==> config.mk <==
export PLATFORM = sky130hd
export DESIGN_NAME = sha_chunk_engine
export DESIGN_NICKNAME = d
export VERILOG_FILES = /design/src/rtl/sha_eng_pkg.sv /design/src/rtl/sha_eng_ctrl.sv /design/src/rtl/sha_msg_sched.sv /design/src/rtl/sha_round_core.sv /design/src/rtl/sha_hash_state.sv /design/src/rtl/sha_chunk_engine.sv
export SDC_FILE = /design/constraint.sdc
export NUM_CORES = 2
export LEC_CHECK = 0
export ABC_AREA = 1
export BUFFER_PORTS_ARGS = -buffer_cell sky130_fd_sc_hd__buf_2
export CORE_MARGIN = 1
export CORE_UTILIZATION = 55
export DETAILED_ROUTE_END_ITERATION = 10
export PLACE_DENSITY_LB_ADDON = 0.05
export SYNTH_ARGS = -nofsm -noshare
export SYNTH_HDL_FRONTEND = slang
export SYNTH_SLANG_ARGS = --single-unit
==> constraint.sdc <==
create_clock -name clk -period 8.39 [get_ports clk]
set_input_delay 1.2585 -clock clk [delete_from_list [all_inputs] [get_ports clk]]
set_output_delay 1.2585 -clock clk [all_outputs]
set_load 0.05 [all_outputs]
==> src/rtl/sha_eng_pkg.sv <==
package sha_eng_pkg;

  localparam int WORD_W     = 32;
  localparam int WIN_LEN    = 16;
  localparam int ROUNDS     = 64;
  localparam int HASH_WORDS = 8;
  localparam int DIGEST_W   = WORD_W * HASH_WORDS;

  typedef logic [WORD_W-1:0] word_t;

  typedef enum logic [2:0] {
    ST_IDLE,
    ST_FETCH,
    ST_ROUND,
    ST_ADD,
    ST_DONE
  } eng_state_t;

  localparam word_t K_TAB [ROUNDS] = '{
    32'h428a2f98, 32'h71374491, 32'hb5c0fbcf, 32'he9b5dba5,
    32'h3956c25b, 32'h59f111f1, 32'h923f82a4, 32'hab1c5ed5,
    32'hd807aa98, 32'h12835b01, 32'h243185be, 32'h550c7dc3,
    32'h72be5d74, 32'h80deb1fe, 32'h9bdc06a7, 32'hc19bf174,
    32'he49b69c1, 32'hefbe4786, 32'h0fc19dc6, 32'h240ca1cc,
    32'h2de92c6f, 32'h4a7484aa, 32'h5cb0a9dc, 32'h76f988da,
    32'h983e5152, 32'ha831c66d, 32'hb00327c8, 32'hbf597fc7,
    32'hc6e00bf3, 32'hd5a79147, 32'h06ca6351, 32'h14292967,
    32'h27b70a85, 32'h2e1b2138, 32'h4d2c6dfc, 32'h53380d13,
    32'h650a7354, 32'h766a0abb, 32'h81c2c92e, 32'h92722c85,
    32'ha2bfe8a1, 32'ha81a664b, 32'hc24b8b70, 32'hc76c51a3,
    32'hd192e819, 32'hd6990624, 32'hf40e3585, 32'h106aa070,
    32'h19a4c116, 32'h1e376c08, 32'h2748774c, 32'h34b0bcb5,
    32'h391c0cb3, 32'h4ed8aa4a, 32'h5b9cca4f, 32'h682e6ff3,
    32'h748f82ee, 32'h78a5636f, 32'h84c87814, 32'h8cc70208,
    32'h90befffa, 32'ha4506ceb, 32'hbef9a3f7, 32'hc67178f2
  };

  localparam word_t IV_TAB [HASH_WORDS] = '{
    32'h6a09e667, 32'hbb67ae85, 32'h3c6ef372, 32'ha54ff53a,
    32'h510e527f, 32'h9b05688c, 32'h1f83d9ab, 32'h5be0cd19
  };

  // Rotate right by a fixed amount.
  function automatic word_t rotr(input word_t x, input int unsigned n);
    return (x >> n) | (x << (WORD_W - n));
  endfunction

  // Compression sigma on the a lane.
  function automatic word_t big_sig0(input word_t x);
    return rotr(x, 2) ^ rotr(x, 13) ^ rotr(x, 22);
  endfunction

  // Compression sigma on the e lane.
  function automatic word_t big_sig1(input word_t x);
    return rotr(x, 6) ^ rotr(x, 11) ^ rotr(x, 25);
  endfunction

  // Schedule sigma applied to the word fifteen back.
  function automatic word_t sml_sig0(input word_t x);
    return rotr(x, 7) ^ rotr(x, 18) ^ (x >> 3);
  endfunction

  // Schedule sigma applied to the word two back.
  function automatic word_t sml_sig1(input word_t x);
    return rotr(x, 17) ^ rotr(x, 19) ^ (x >> 10);
  endfunction

  function automatic word_t choose(input word_t e, input word_t f, input word_t g);
    return (e & f) ^ (~e & g);
  endfunction

  function automatic word_t majority(input word_t a, input word_t b, input word_t c);
    return (a & b) ^ (a & c) ^ (b & c);
  endfunction

  function automatic word_t round_k(input logic [5:0] idx);
    return K_TAB[idx];
  endfunction

endpackage

==> src/rtl/sha_eng_ctrl.sv <==
module sha_eng_ctrl
  import sha_eng_pkg::*;
#(
  parameter int MAX_CHUNKS = 64,
  localparam int CHUNK_W = $clog2(MAX_CHUNKS),
  localparam int CNT_W   = CHUNK_W + 1,
  localparam int WIN_W   = $clog2(WIN_LEN),
  localparam int RND_W   = $clog2(ROUNDS),
  localparam int ADDR_W  = CHUNK_W + WIN_W
) (
  input  logic              clk,
  input  logic              rst_n,
  input  logic              start,
  input  logic [CNT_W-1:0]  chunk_count,
  output logic              rd_en,
  output logic [ADDR_W-1:0] rd_addr,
  output logic              cap_en,
  output logic              load_vars,
  output logic              round_en,
  output logic [RND_W-1:0]  round_idx,
  output logic              add_en,
  output logic              init_hash,
  output logic              done,
  output logic              idle,
  output logic              fetch_done,
  output logic              round_last,
  output logic              chunk_last,
  output logic [CNT_W-1:0]  chunks_o
);

  eng_state_t          state_q;
  logic [CNT_W-1:0]    chunks_q;
  logic [CHUNK_W-1:0]  chunk_idx_q;
  logic [WIN_W:0]      issue_q;
  logic [WIN_W-1:0]    cap_q;
  logic                pend_q;
  logic [RND_W-1:0]    rnd_q;
  logic                count_ok;
  logic                accept;

  assign idle       = (state_q == ST_IDLE);
  assign count_ok   = (chunk_count != '0) && (chunk_count <= CNT_W'(MAX_CHUNKS));
  assign accept     = idle && start && count_ok;
  assign init_hash  = accept;

  assign rd_en      = (state_q == ST_FETCH) && !issue_q[WIN_W];
  assign rd_addr    = {chunk_idx_q, issue_q[WIN_W-1:0]};
  assign cap_en     = pend_q;
  assign fetch_done = (state_q == ST_FETCH) && pend_q && (cap_q == WIN_W'(WIN_LEN - 1));
  assign load_vars  = fetch_done;

  assign round_en   = (state_q == ST_ROUND);
  assign round_idx  = rnd_q;
  assign round_last = round_en && (rnd_q == RND_W'(ROUNDS - 1));
  assign add_en     = (state_q == ST_ADD);
  assign chunk_last = ({1'b0, chunk_idx_q} == (chunks_q - CNT_W'(1)));
  assign done       = (state_q == ST_DONE);
  assign chunks_o   = chunks_q;

  always_ff @(posedge clk or negedge rst_n) begin
    if (!rst_n) begin
      state_q     <= ST_IDLE;
      chunks_q    <= '0;
      chunk_idx_q <= '0;
      issue_q     <= '0;
      cap_q       <= '0;
      pend_q      <= 1'b0;
      rnd_q       <= '0;
    end else begin
      pend_q <= rd_en;
      unique case (state_q)
        ST_IDLE: begin
          if (accept) begin
            state_q     <= ST_FETCH;
            chunks_q    <= chunk_count;
            chunk_idx_q <= '0;
            issue_q     <= '0;
            cap_q       <= '0;
          end
        end
        ST_FETCH: begin
          if (rd_en)  issue_q <= issue_q + (WIN_W+1)'(1);
          if (pend_q) cap_q   <= cap_q + WIN_W'(1);
          if (fetch_done) begin
            state_q <= ST_ROUND;
            rnd_q   <= '0;
          end
        end
        ST_ROUND: begin
          rnd_q <= rnd_q + RND_W'(1);
          if (round_last) state_q <= ST_ADD;
        end
        ST_ADD: begin
          if (chunk_last) begin
            state_q <= ST_DONE;
          end else begin
            chunk_idx_q <= chunk_idx_q + CHUNK_W'(1);
            issue_q     <= '0;
            cap_q       <= '0;
            state_q     <= ST_FETCH;
          end
        end
        ST_DONE: state_q <= ST_IDLE;
        default: state_q <= ST_IDLE;
      endcase
    end
  end

endmodule

==> src/rtl/sha_msg_sched.sv <==
module sha_msg_sched
  import sha_eng_pkg::*;
(
  input  logic  clk,
  input  logic  rst_n,
  input  logic  cap_en,
  input  word_t cap_word,
  input  logic  round_en,
  output word_t w_cur
);

  word_t win_q [WIN_LEN];
  word_t next_w;
  logic  shift;

  // Window slot j holds W[t+j] while round t runs.
  assign next_w = sml_sig1(win_q[WIN_LEN-2]) + win_q[WIN_LEN-7]
                + sml_sig0(win_q[1]) + win_q[0];
  assign shift  = cap_en || round_en;
  assign w_cur  = win_q[0];

  generate
    for (genvar j = 0; j < WIN_LEN; j++) begin : g_slot
      if (j == WIN_LEN - 1) begin : g_tail
        always_ff @(posedge clk or negedge rst_n) begin
          if (!rst_n)     win_q[j] <= '0;
          else if (shift) win_q[j] <= cap_en ? cap_word : next_w;
        end
      end else begin : g_body
        always_ff @(posedge clk or negedge rst_n) begin
          if (!rst_n)     win_q[j] <= '0;
          else if (shift) win_q[j] <= win_q[j+1];
        end
      end
    end
  endgenerate

endmodule

==> src/rtl/sha_round_core.sv <==
module sha_round_core
  import sha_eng_pkg::*;
(
  input  logic                clk,
  input  logic                rst_n,
  input  logic                load_vars,
  input  logic [DIGEST_W-1:0] hash_in,
  input  logic                round_en,
  input  logic [5:0]          round_idx,
  input  word_t               w_in,
  output logic [DIGEST_W-1:0] vars_out
);

  word_t v_q [HASH_WORDS];
  word_t nxt [HASH_WORDS];
  word_t t1;
  word_t t2;

  assign t1 = v_q[7] + big_sig1(v_q[4]) + choose(v_q[4], v_q[5], v_q[6])
            + round_k(round_idx) + w_in;
  assign t2 = big_sig0(v_q[0]) + majority(v_q[0], v_q[1], v_q[2]);

  always_comb begin
    nxt[0] = t1 + t2;
    nxt[1] = v_q[0];
    nxt[2] = v_q[1];
    nxt[3] = v_q[2];
    nxt[4] = v_q[3] + t1;
    nxt[5] = v_q[4];
    nxt[6] = v_q[5];
    nxt[7] = v_q[6];
  end

  generate
    for (genvar i = 0; i < HASH_WORDS; i++) begin : g_lane
      always_ff @(posedge clk or negedge rst_n) begin
        if (!rst_n)         v_q[i] <= '0;
        else if (load_vars) v_q[i] <= hash_in[DIGEST_W-1-WORD_W*i -: WORD_W];
        else if (round_en)  v_q[i] <= nxt[i];
      end
      assign vars_out[DIGEST_W-1-WORD_W*i -: WORD_W] = v_q[i];
    end
  endgenerate

endmodule

==> src/rtl/sha_hash_state.sv <==
module sha_hash_state
  import sha_eng_pkg::*;
(
  input  logic                clk,
  input  logic                rst_n,
  input  logic                init_hash,
  input  logic                add_en,
  input  logic [DIGEST_W-1:0] vars_in,
  output logic [DIGEST_W-1:0] digest
);

  word_t h_q [HASH_WORDS];

  generate
    for (genvar i = 0; i < HASH_WORDS; i++) begin : g_word
      always_ff @(posedge clk or negedge rst_n) begin
        if (!rst_n)         h_q[i] <= '0;
        else if (init_hash) h_q[i] <= IV_TAB[i];
        else if (add_en)    h_q[i] <= h_q[i] + vars_in[DIGEST_W-1-WORD_W*i -: WORD_W];
      end
      assign digest[DIGEST_W-1-WORD_W*i -: WORD_W] = h_q[i];
    end
  endgenerate

endmodule

==> src/rtl/sha_chunk_engine.sv <==
module sha_chunk_engine
  import sha_eng_pkg::*;
#(
  parameter int MAX_CHUNKS = 64,
  localparam int CHUNK_W = $clog2(MAX_CHUNKS),
  localparam int CNT_W   = CHUNK_W + 1,
  localparam int ADDR_W  = CHUNK_W + $clog2(WIN_LEN)
) (
  input  logic                clk,
  input  logic                rst_n,
  input  logic                start,
  input  logic [CNT_W-1:0]    chunk_count,
  output logic                rd_en,
  output logic [ADDR_W-1:0]   rd_addr,
  input  logic [WORD_W-1:0]   rd_data,
  output logic                done,
  output logic [DIGEST_W-1:0] digest
);

  // Named internal events, also watched by the bound checker.
  logic                idle_w;
  logic                fetch_done_w;
  logic                round_last_w;
  logic                add_en_w;
  logic                chunk_last_w;
  logic [CNT_W-1:0]    chunks_w;

  logic                cap_en_w;
  logic                load_vars_w;
  logic                round_en_w;
  logic [5:0]          round_idx_w;
  logic                init_hash_w;
  word_t               w_cur_w;
  logic [DIGEST_W-1:0] vars_w;

  sha_eng_ctrl #(.MAX_CHUNKS(MAX_CHUNKS)) ctrl_i (
    .clk        (clk),
    .rst_n      (rst_n),
    .start      (start),
    .chunk_count(chunk_count),
    .rd_en      (rd_en),
    .rd_addr    (rd_addr),
    .cap_en     (cap_en_w),
    .load_vars  (load_vars_w),
    .round_en   (round_en_w),
    .round_idx  (round_idx_w),
    .add_en     (add_en_w),
    .init_hash  (init_hash_w),
    .done       (done),
    .idle       (idle_w),
    .fetch_done (fetch_done_w),
    .round_last (round_last_w),
    .chunk_last (chunk_last_w),
    .chunks_o   (chunks_w)
  );

  sha_msg_sched sched_i (
    .clk     (clk),
    .rst_n   (rst_n),
    .cap_en  (cap_en_w),
    .cap_word(rd_data),
    .round_en(round_en_w),
    .w_cur   (w_cur_w)
  );

  sha_round_core core_i (
    .clk      (clk),
    .rst_n    (rst_n),
    .load_vars(load_vars_w),
    .hash_in  (digest),
    .round_en (round_en_w),
    .round_idx(round_idx_w),
    .w_in     (w_cur_w),
    .vars_out (vars_w)
  );

  sha_hash_state hstate_i (
    .clk      (clk),
    .rst_n    (rst_n),
    .init_hash(init_hash_w),
    .add_en   (add_en_w),
    .vars_in  (vars_w),
    .digest   (digest)
  );

endmodule

==> flow_summary_export.csv <==
group,metric,value,unit
run_status,outcome,"completed",
setup_path,crit_fanout,8,
setup_path,cpPeakStageDelay,0.51,ns
routing,wirelength,290,mm
cts,post_cts_buffers,0,
setup_path,path_buf_inv,8,
routing,wl_per_cell,24.9,um
setup_path,crit_type,"flop to flop",
global_route,gr-total-overflow,0,
cts,worst_skew_pair.late_latency,0.79,ns
cts,cts_tree,"built",
hold_path,hp-class,"flop to flop",
synth,yosysUniqueCellTypes,59,
global_route,grt_antenna_before_repair,22,
cts,h-tree-depth,3,
synth,ys_warn_count,0,
final_layout,utilization,61.1,%
cts,cts_buffers,113,
synth,synth_top_cell_area_share,36.3,%
cts,clock_path_buffers,3,
place,port_buffers,309,
routing,vias,70100,
global_route,grt_pass1_wl,429,mm
routing,dr.pass1.iters,11,
setup_path,critical_path.most_common_cell,"inv_1",
routing,drt_iter0_drc,8684,
global_route,grt_max_degree,241,
synth,synth_edf_count,0,
routing,drc,0,
timing,period_share,94.4,%
setup_path,cp-start-kind,"flop",
final_layout,drive_gt1_share,7.17,%
synth,async_flop_share,100,%
timing,finalSetupTns,0,ns
global_route,grt_pass1_vias,67000,
floorplanning,start_util,55.4,%
cts,cts_root_buf,"clkbuf_16",
routing,viasPerCell,6.02,
setup_path,cp_slowest_cell,"fa_1",
place,dp_hpwl,223,mm
final_layout,syn_to_final_growth,10.3,%
timing,finalHoldViolCount,0,
synth,synth.avg_cell_area,7.58,um2
synth,syn_area,72800,um2
synth,syn_inst,9606,
timing,max_slew_margin,12.7,%
routing,drtAntennaViolNets,0,
synth,ys_seq_area_share,36.3,%
synth,synth_flop_cell,"dfrtp_1",
timing,hold-worst-slack,0.471,ns
place,dp_slack,0.475,ns
run,cap_violations,0,
timing,setup_viol,0,
floorplanning,pin_count,310,
setup_path,cp.arrival,8.49,ns
synth,synth_top_area_cell,"dfrtp_1",
floorplanning,num_rows,133,
timing,max_slew.worst_pin.slew,1.30,ns
place,gp_congestion,1.06,
timing,finClkSkew,0.0745,ns
setup_path,required,8.96,ns
synth,postSynthNetCount,10200,
floorplanning,die_area,134000,um2
global_route,grt_usage,42.6,%
synth,ys_top_cells_by_area,"dfrtp_1, nand2_1, ha_1",
floorplanning,core,131000,um2
timing,finalCriticalPeriod,7.92,ns
floorplanning,dieWidth,366,um
timing,slew_violations,0,
floorplanning,die_y,366,um
timing,max_freq,126,MHz
setup_path,critPathTopFamily,"adder cells",
synth,ys_ff_latch,1056,
setup_path,endpoint_kind,"flop",
cts,clk_pin_slew,0.06,ns
timing,setup_ws,0.473,ns
final_layout,fin_nets,10400,
cts,clkSinkCount,1056,
timing,rsz0062_at_grt,"false",
flip-flops by register name (all words and copies together) (netlist names), 3 cells and up:
name and flops:
sched_i.w_cur 32, core_i.vars_out 256, ctrl_i.round_idx 6, ctrl_i.cap_q 4
ctrl_i.issue_q 5, ctrl_i.chunk_idx_q 6, ctrl_i.state_q 3, sched_i.win_q 480
hstate_i.digest 256, ctrl_i.chunks_o 7
kinds of logic after synthesis:
group | synth area share, %
XOR/XNOR | 5.10
buffers and inverters | 8.84
flip-flops | 36.3
AO/OA/AOI/OAI | 16.5
adder cells (fa/ha/maj) | 12.2
multiplexers | 0.0309
AND/OR/NAND/NOR | 21.0
worst register-to-register path, delay by kind of cell (launching register included):
kind / cells / cell delay (ns)
adders and majority gates: 8 / 3.16
and+or+nand+nor: 13 / 1.65
AOI/OAI and AO/OA: 8 / 1.28
buffers and inverters: 8 / 0.86
xor gates and xnor gates: 1 / 0.46
DFF: 1 / 0.38
Yosys cell counts (69+ instances only):
cell type / number
nor2_1: 575
o22ai_1: 118
inv_1: 1253
clkbuf_1: 250
o211ai_1: 91
o221ai_1: 177
xnor2_1: 192
nor3_1: 69
nand2_1: 2700
a21oi_1: 587
o21ai_0: 747
dfrtp_1: 1056
buf_2: 111
ha_1: 397
nand4_1: 74
xor2_1: 229
fa_1: 195
nand3_1: 323
stage by stage:
step,area [um2],std cells
floorplan,72800,9606
global placement,76200,11400
detailed placement,76200,11400
CTS,80300,11600
global route,80300,11600
finish,80300,11600
cell usage in the layout (no fill, tap or decap), types with 6 or more instances in the layout:
cell | synthesis | layout
a21boi_0 | 26 | 26
a21boi_1 | 6 | 6
a21o_1 | 44 | 44
a21oi_1 | 587 | 587
a22oi_1 | 36 | 36
a31oi_1 | 45 | 45
and2_1 | 7 | 7
and3_1 | 13 | 13
buf_12 | 0 | 14
buf_2 | 111 | 308
buf_4 | 21 | 133
bufinv_16 | 0 | 15
clkbuf_1 | 250 | 23
clkbuf_16 | 0 | 113
clkbuf_8 | 0 | 22
clkinv_2 | 0 | 12
clkinvlp_4 | 0 | 14
dfrtp_1 | 1056 | 1056
diode_2 | 0 | 9
fa_1 | 195 | 195
ha_1 | 397 | 397
inv_1 | 1253 | 1252
nand2_1 | 2700 | 2698
nand3_1 | 323 | 323
nand3b_1 | 13 | 13
nand4_1 | 74 | 74
nor2_1 | 575 | 574
nor3_1 | 69 | 69
nor4_1 | 16 | 16
o211ai_1 | 91 | 91
o21a_1 | 35 | 35
o21ai_0 | 747 | 747
o21ai_1 | 46 | 46
o21bai_1 | 41 | 41
o221ai_1 | 177 | 177
o22ai_1 | 118 | 118
o311ai_0 | 10 | 10
or2_2 | 26 | 26
xnor2_1 | 192 | 191
xor2_1 | 229 | 227
cell type report:
class / instances / area (um2)
timing repair buffer: 456 / 2840
multi-input combinational: 6894 / 40000
inverter: 1265 / 4770
antenna: 9 / 22.5
clock buffer: 158 / 3220
sequential: 1056 / 26400
fill: 11900 / 51200
clock inverter: 52 / 843
tap: 1755 / 2200
worst paths after layout:
path                                      from                    to  slack (ns)  depth (start not counted)
min in group asynchronous                rst_n  hstate_i.digest[147]        0.52                          1
hold / removal              sched_i.win_q[365]    sched_i.win_q[365]        0.47                          2
max in group asynchronous                rst_n    sched_i.win_q[363]        5.93                          3
setup / recovery           ctrl_i.round_idx[0]  core_i.vars_out[249]        0.47                         38
setup reg to reg           ctrl_i.round_idx[0]  core_i.vars_out[249]        0.47                         38
hold reg to reg             sched_i.win_q[365]    sched_i.win_q[365]        0.47                          2
routing by layer:
metal | track usage, % | routed length (um) | share of wire (%)
met1 | 53.9 | 110000 | 38
met4 | 25.9 | 20800 | 7.2
met2 | 65.3 | 128000 | 44
met3 | 11.3 | 31400 | 11
met5 | 0 | 157 | 0.054
timing repair:
| item | 4_1_cts | 5_1_grt |
|---|---|---|
| setup endpoints to repair | 0 | 12 |
| hold buffers | 0 | 0 |
| resized for setup | 0 | 5 |
Power is not shown: default switching activity piles up to over one toggle a cycle in this logic, so the estimate is an artifact.
